===== config.mk =====
export PLATFORM = sky130hd
export DESIGN_NAME = onewire_timebase
export DESIGN_NICKNAME = d
export VERILOG_FILES = /design/src/rtl/owtb_pkg.sv /design/src/rtl/owtb_prescaler.sv /design/src/rtl/owtb_pow2.sv /design/src/rtl/owtb_settle.sv /design/src/rtl/onewire_timebase.sv
export SDC_FILE = /design/constraint.sdc
export NUM_CORES = 1
export LEC_CHECK = 0
export BUFFER_PORTS_ARGS = -buffer_cell sky130_fd_sc_hd__clkbuf_2
export CORE_UTILIZATION = 44
export CTS_BUF_LIST = sky130_fd_sc_hd__clkbuf_4 sky130_fd_sc_hd__clkbuf_8
export DETAILED_ROUTE_END_ITERATION = 16
export GPL_TIMING_DRIVEN = 0
export SKIP_LAST_GASP = 1
export SYNTH_ARGS = -nofsm -noshare
export SYNTH_HDL_FRONTEND = slang
export SYNTH_SLANG_ARGS = --single-unit

===== constraint.sdc =====
create_clock -name clk -period 1.9 [get_ports clk]
set_clock_uncertainty 0.1 [all_clocks]
set_input_delay 0 -clock clk [delete_from_list [all_inputs] [get_ports clk]]
set_output_delay 0 -clock clk [all_outputs]
set_load 0.02 [all_outputs]

===== src/rtl/owtb_pkg.sv =====
package owtb_pkg;
  // Settling ticks required after a divider write before the flag rises.
  localparam int unsigned SETTLE_TICKS = 16;

  // Odd prescale chosen by the low field: code c -> 2c+1.
  function automatic int unsigned odd_prescale(input int unsigned code);
    return 2 * code + 1;
  endfunction
endpackage


===== src/rtl/owtb_prescaler.sv =====
module owtb_prescaler #(
  parameter int PRE_W = 2
) (
  input  logic             clk,
  input  logic             rst,
  input  logic             restart,
  input  logic             run,
  input  logic [PRE_W-1:0] code,
  output logic             pulse
);
  localparam int PC_W = PRE_W + 1;

  logic [PC_W-1:0] pc;
  logic [PC_W-1:0] last;

  // Counting 0..2c gives a period of 2c+1 cycles.
  assign last  = {code, 1'b0};
  assign pulse = run && (pc == last);

  always_ff @(posedge clk) begin
    if (rst || restart) begin
      pc <= '0;
    end else if (run) begin
      pc <= pulse ? '0 : pc + PC_W'(1);
    end
  end
endmodule


===== src/rtl/owtb_pow2.sv =====
module owtb_pow2 #(
  parameter int POW_W = 3,
  parameter int Q_W   = 7
) (
  input  logic             clk,
  input  logic             rst,
  input  logic             restart,
  input  logic             in_pulse,
  input  logic [POW_W-1:0] expo,
  output logic             out_pulse
);
  logic [Q_W-1:0] qc;
  logic [Q_W-1:0] mask;

  // Mask of the low expo bits; a full mask marks the last of 2^expo pulses.
  for (genvar gi = 0; gi < Q_W; gi++) begin : g_mask
    assign mask[gi] = (expo > POW_W'(gi));
  end

  assign out_pulse = in_pulse && ((qc & mask) == mask);

  always_ff @(posedge clk) begin
    if (rst || restart) begin
      qc <= '0;
    end else if (in_pulse) begin
      qc <= qc + Q_W'(1);
    end
  end
endmodule


===== src/rtl/owtb_settle.sv =====
module owtb_settle #(
  parameter int COUNT = 16
) (
  input  logic clk,
  input  logic rst,
  input  logic restart,
  input  logic tick_next,
  output logic stable
);
  localparam int CW = $clog2(COUNT + 1);

  logic [CW-1:0] cnt;

  always_ff @(posedge clk) begin
    if (rst || restart) begin
      cnt    <= '0;
      stable <= 1'b0;
    end else if (tick_next && (cnt != CW'(COUNT))) begin
      cnt <= cnt + CW'(1);
      if (cnt == CW'(COUNT - 1)) begin
        stable <= 1'b1;
      end
    end
  end
endmodule


===== src/rtl/onewire_timebase.sv =====
module onewire_timebase #(
  parameter int DIV_W  = 5,
  parameter int PRE_W  = 2,
  parameter int SETTLE = owtb_pkg::SETTLE_TICKS
) (
  input  logic             clk,
  input  logic             rst,
  input  logic             div_we,
  input  logic [DIV_W-1:0] div_wdata,
  output logic             tick,
  output logic             stable
);
  localparam int POW_W = DIV_W - PRE_W;
  localparam int Q_W   = (1 << POW_W) - 1;

  logic [DIV_W-1:0] div_q;
  logic             run;
  logic             pre_pulse;
  logic             stage_pulse;

  always_ff @(posedge clk) begin
    if (rst) begin
      div_q <= '0;
    end else if (div_we) begin
      div_q <= div_wdata;
    end
  end

  assign run = (div_q != '0);

  owtb_prescaler #(.PRE_W(PRE_W)) u_pre (
    .clk     (clk),
    .rst     (rst),
    .restart (div_we),
    .run     (run),
    .code    (div_q[PRE_W-1:0]),
    .pulse   (pre_pulse)
  );

  owtb_pow2 #(.POW_W(POW_W), .Q_W(Q_W)) u_pow (
    .clk       (clk),
    .rst       (rst),
    .restart   (div_we),
    .in_pulse  (pre_pulse),
    .expo      (div_q[DIV_W-1:PRE_W]),
    .out_pulse (stage_pulse)
  );

  always_ff @(posedge clk) begin
    if (rst || div_we) begin
      tick <= 1'b0;
    end else begin
      tick <= stage_pulse;
    end
  end

  owtb_settle #(.COUNT(SETTLE)) u_settle (
    .clk       (clk),
    .rst       (rst),
    .restart   (div_we),
    .tick_next (stage_pulse),
    .stable    (stable)
  );
endmodule


* After elaboration in Yosys (flattened, before gate mapping)
Cells that the tools add are included.
** Word-level totals
- Bits in registers :: 22
- Bits in latches :: 0
- Memory bits (writable) :: 0
- Memory bits (read-only) :: 0
- Input port bits :: 8
- Output and inout bits :: 2
- Word-level logic and storage cells :: 28
- Memories :: 0
** Operators by class
- Add/subtract/negate cells :: 3
- $mul :: 0
- Divide/modulo/power cells :: 0
- $lt $le $gt $ge :: 7
- Equal/unequal tests :: 4
- Shifts and indexed selects :: 0
- Multiplexer cells :: 1
- Bitwise operators :: 1
- Reduce and logical (&&, ||, !) cells :: 6
** Operators with widths (number)
- $gt A3 B3 Y1 const B :: 3
- $add A7 B1 Y7 const B :: 1
- $and A7 B7 Y7 :: 1
- $eq A7 B7 Y1 :: 1
- $gt A3 B1 Y1 const B :: 2
- $gt A3 B2 Y1 const B :: 2
- $add A5 B1 Y5 const B :: 1
- $eq A5 B4 Y1 const B :: 1
- $ne A5 B5 Y1 const B :: 1
- $reduce_bool A5 Y1 :: 1
- $add A3 B1 Y3 const B :: 1
- $eq A3 B3 Y1 :: 1
- $logic_and A1 B1 Y1 :: 3
- $mux W3 :: 1
- $reduce_and A2 Y1 :: 1
- $logic_or A1 B1 Y1 :: 1

* Longest topological paths before layout
- Word-level depth :: 6
- Gate-level depth with buffers :: 6
- Gate-level depth less buffers :: 6

* Hierarchy
A second synthesis with hierarchy kept.
** Second synthesis, totals
- Cell total of the unflattened synthesis :: 113
- Area, all modules :: 1054.8 sq um
** Modules (own cells, without submodules)
- owtb_pow2 :: times used 1, cells an instance 42, area an instance 351.6 sq um, sequential area each 140.1 sq um
- owtb_settle :: times used 1, cells an instance 33, area an instance 319.1 sq um, sequential area each 120.1 sq um
- onewire_timebase :: times used 1, cells an instance 21, area an instance 220.2 sq um, sequential area each 120.1 sq um
- owtb_prescaler :: times used 1, cells an instance 17, area an instance 163.9 sq um, sequential area each 60.1 sq um

* Worst setup path before layout
No wires, ideal clock.
- Path kind :: register to register
- Start point :: register div_q[4]
- End point :: register u_settle.cnt[1]
- Setup time :: 0.060 ns
- Arrival time :: 1.526 ns
- Data required time :: 1.740 ns
- Path slack :: 0.215 ns
- Cell stages (with the launch flop) :: 7
- Path buffers :: 1
- Clock period less this slack :: 1.685 ns
- Path through :: dfxtp_1 -> or2_0 -> or4_1 -> and4_1 -> buf_6 -> a211o_1 -> nand2_1
** On the way
- Longest elaborated chain between the ends :: 5
- Elaborated cells between the ends (all ways) :: 13
- Those cells by class :: order compare: 7; eq/ne: 1; bitwise: 1; reduce/logical: 4
** Ends and longest elaborated chain
- start: declaration :: line onewire_timebase.sv:16 : logic [DIV_W-1:0] div_q;
- start signal: assignment :: line onewire_timebase.sv:25 : div_q <= div_wdata;
- $gt A3 B1 Y1 (tied with other cells) :: line owtb_pow2.sv:17 : assign mask[gi] = (expo > POW_W'(gi));
- $and A7 B7 Y7 :: line owtb_pow2.sv:20 : assign out_pulse = in_pulse && ((qc & mask) == mask);
- $eq A7 B7 Y1 :: line owtb_pow2.sv:20
- $logic_and A1 B1 Y1 * :: line owtb_pow2.sv:20
- $logic_and A1 B1 Y1 * :: line owtb_settle.sv:18 : end else if (tick_next && (cnt != CW'(COUNT))) begin
- end signal: assignment :: line owtb_settle.sv:19 : cnt <= cnt + CW'(1);
- end: declaration :: line owtb_settle.sv:12 : logic [CW-1:0] cnt;
Every way passes the cells marked *; elsewhere a longest branch is shown, timed or not.
A chain may end at the register's enable or synchronous reset.

==> reports/metrics.yaml <==
clocking:
  ctsHtreeMaxLevel: 1
  cts_tree: "done"
  cts-buffers-inserted: 3
  cts_num_sinks: 22
  path_clk_slew_ns: 0.12
  clock_latency_ns: 0.31
  cts.path.max_buffers: 2
  clockRootBuffer: "clkbuf_4"
placement:
  placed_area_sq_mm: 0.00119
  port_buffers: 8
  place_inst: 163
  dp_hpwl_microns: 1490
  dp_slack_ns: 0.0391
  globalplace.congestion: 0.781
final_layout:
  fin_cells: 182
  drive_above_1_share: 0.182
  layout.nets: 168
  syn_to_final_growth_pct: 23.7
  multiInputGateArea_sq_um: 621
  design_area_sq_mm: 0.00138
  antennaDiodeCount: 0
  area.sequential_sq_um: 449
  nFillCells: 190
timing:
  period_share: 0.983
  whs_ns: 0.0354
  setup-tns-final_ns: 0
  relSlewSlack: 0.588
  rsz0062_at_grt: "true"
  hold_violations: 0
  finalCriticalPeriod_ns: 1.87
  slew_viol_final: 0
  tightest_slew_ns: 0.613
  finalSetupViolCount: 0
  setup_ws_ns: 0.0316
  fmax_ghz: 0.535
worst_setup_path:
  end_kind: "register"
  criticalPathCategory: "register to register"
  rrSetupSlack_ns: 0.03
  reg2reg_to: "div_q[2]$_SDFFE_PP0P_"
  cp.required_ns: 2.00
  startpoint_type: "register"
  r2r_start: "div_q[2]$_SDFFE_PP0P_"
  arrival_ns: 1.97
  worstPathMaxFanout: 3
  r2r_cells: 4
floorplanning:
  start_util: 0.485
  die_h_microns: 52.3
  ios: 10
  core_region_area_sq_mm: 0.00230
  die_area_sq_mm: 0.00274
  rows: 17
  die_x_microns: 52.3
detailed_routing:
  dr.pass1.iters: 4
  wl_per_cell_microns: 12.4
  wl_microns: 2250
  vias: 959
  drt_iter0_drc: 11
  vias_per_cell: 5.27
  ant_nets: 0
  drc: 0
logic_synthesis:
  synth_area_sq_mm: 0.00111
  ys.warnings.count: 0
  yosys.area.top_type: "dfxtp_1"
  synth_top_cells_by_count: "dfxtp_1 (22), nor2_1 (19), nand2_1 (7), xor2_1 (7)"
  ys_seq_area_frac: 0.395
  ys_top_cells_by_area: "dfxtp_1 (40%), nor2_1 (6.4%), ha_1 (5.6%), xor2_1 (5.5%), mux2i_1 (4.5%)"
  async_flop_share: 0
  synth-edff-count: 0
  synth.most_common_cell: "dfxtp_1"
  synth_cell_type_count: 42
  yosys.area.top_type_share: 0.395
  syn_nets: 140
  ys_ff_latch: 22
  postSynthCellCount: 127
  synth.avg_cell_area_sq_um: 8.78
  synthFlopType: "dfxtp_1"
flow_run:
  max_cap_viol_count: 0
grt:
  grt_pass1_vias: 890
  grt_antenna_before_repair: 0
  track_usage: 0.188
  grt-ovfl-total: 0
  grt_max_degree: 13
  grt_first_pass_wirelength_microns: 3760
min_path:
  hp-start: "div_we"
  hold_depth: 4
  holdCritPathClass: "primary input to register"
  hold_end: "u_settle.cnt[1]$_SDFFE_PP0P_"
pwr:
  power.density_mw_per_mm2: 670
  p_leak_nw: 0.576
  peakVddDrop_mv: 0.409
status:
  outcome: "completed"
-- report_power, final --
group / total [mW] / internal, mW / switching (mW) / leakage, nW
Combinational: 0.174 / 0.0832 / 0.0912 / 0.375
Sequential: 0.486 / 0.473 / 0.0134 / 0.180
Clock: 0.264 / 0.117 / 0.147 / 0.0210
-- layer usage --
layer  global-route usage  part of all wire
met5                    0                 0
met4               0.0921            0.0075
met3               0.0261             0.021
met2                0.302              0.44
met1                0.246              0.53
-- flip-flops by register name, summed over array words and instances (netlist names) --
register         cells
tick                 1
u_settle.cnt         5
div_q                5
u_settle.stable      1
u_pre.pc             3
u_pow.qc             7
-- area by class of cell --
type                       instances  share of cell area
buffer                             6              0.0254
clock buffer                       4              0.0263
inverter                           6              0.0163
multi-input combinational         93               0.450
sequential                        22               0.326
tap                               28              0.0254
timing repair buffer              23               0.131
-- through the flow --
step                      power (mW)   util
final                          0.924  0.600
after global routing           0.972  0.600
after CTS                      0.920  0.590
after detailed placement       0.635  0.518
after global placement         0.631  0.518
after floorplan                0.599      -
-- how the worst max path moves through the flow --
stage	startpoint	endpoint	slack (ns)	cells after the start
6_report	div_q[2]$_SDFFE_PP0P_	div_q[2]$_SDFFE_PP0P_	0.03	4
5_1_grt	div_q[4]$_SDFFE_PP0P_	u_settle.cnt[3]$_SDFFE_PP0P_	-0.008	7
4_1_cts	u_settle.cnt[0]$_SDFFE_PP0P_	u_settle.cnt[2]$_SDFFE_PP0P_	0.03	6
3_5_place_dp	u_settle.cnt[0]$_SDFFE_PP0P_	u_settle.cnt[2]$_SDFFE_PP0P_	0.04	6
3_3_place_gp	div_q[4]$_SDFFE_PP0P_	u_settle.cnt[3]$_SDFFE_PP0P_	0.1	6
2_1_floorplan	div_q[4]$_SDFFE_PP0P_	u_settle.cnt[1]$_SDFFE_PP0P_	0.21	6
-- placed cells by master (no fill, tap or decap), drive strengths merged, types with 2 or more instances in the layout --
cell,count
nor2,19
a21oi,6
nand3,6
inv,6
nor3,3
buf,7
or4,2
or2,2
o21ai,2
dfxtp,22
and3,3
dlygate4sd3,11
and4,2
nor2b,2
a211o,2
clkbuf,15
mux2i,5
nand2,7
xor2,7
ha,5
nand4,3
a31oi,3
-- repair_timing --
item                                    CTS  global route
resized for setup                         0             6
buffers inserted                          0             4
endpoints found under the hold margin     6             0
endpoints found under the setup margin    0             6
hold buffers                             13             0
-- cells by family (layout without fill, tap and decap cells) --
| logic type | Yosys count | in the layout | share of synthesized area |
|---|---|---|---|
| flops | 22 | 22 | 0.395 |
| xor+xnor | 8 | 8 | 0.0629 |
| fa+ha+maj | 5 | 5 | 0.0561 |
| mux | 5 | 5 | 0.0449 |
| compound gates | 21 | 21 | 0.130 |
| simple gates | 54 | 54 | 0.259 |
| buf+inv | 12 | 39 | 0.0516 |
-- critical path: stages (launching register included) --
cell and delay (ns):
dfxtp_4 0.37, mux2i_1 0.13, dlygate4sd3_1 0.57, nor2_1 0.05, dlygate4sd3_1 0.55
Note: power is estimated with default switching activity, not from simulation.
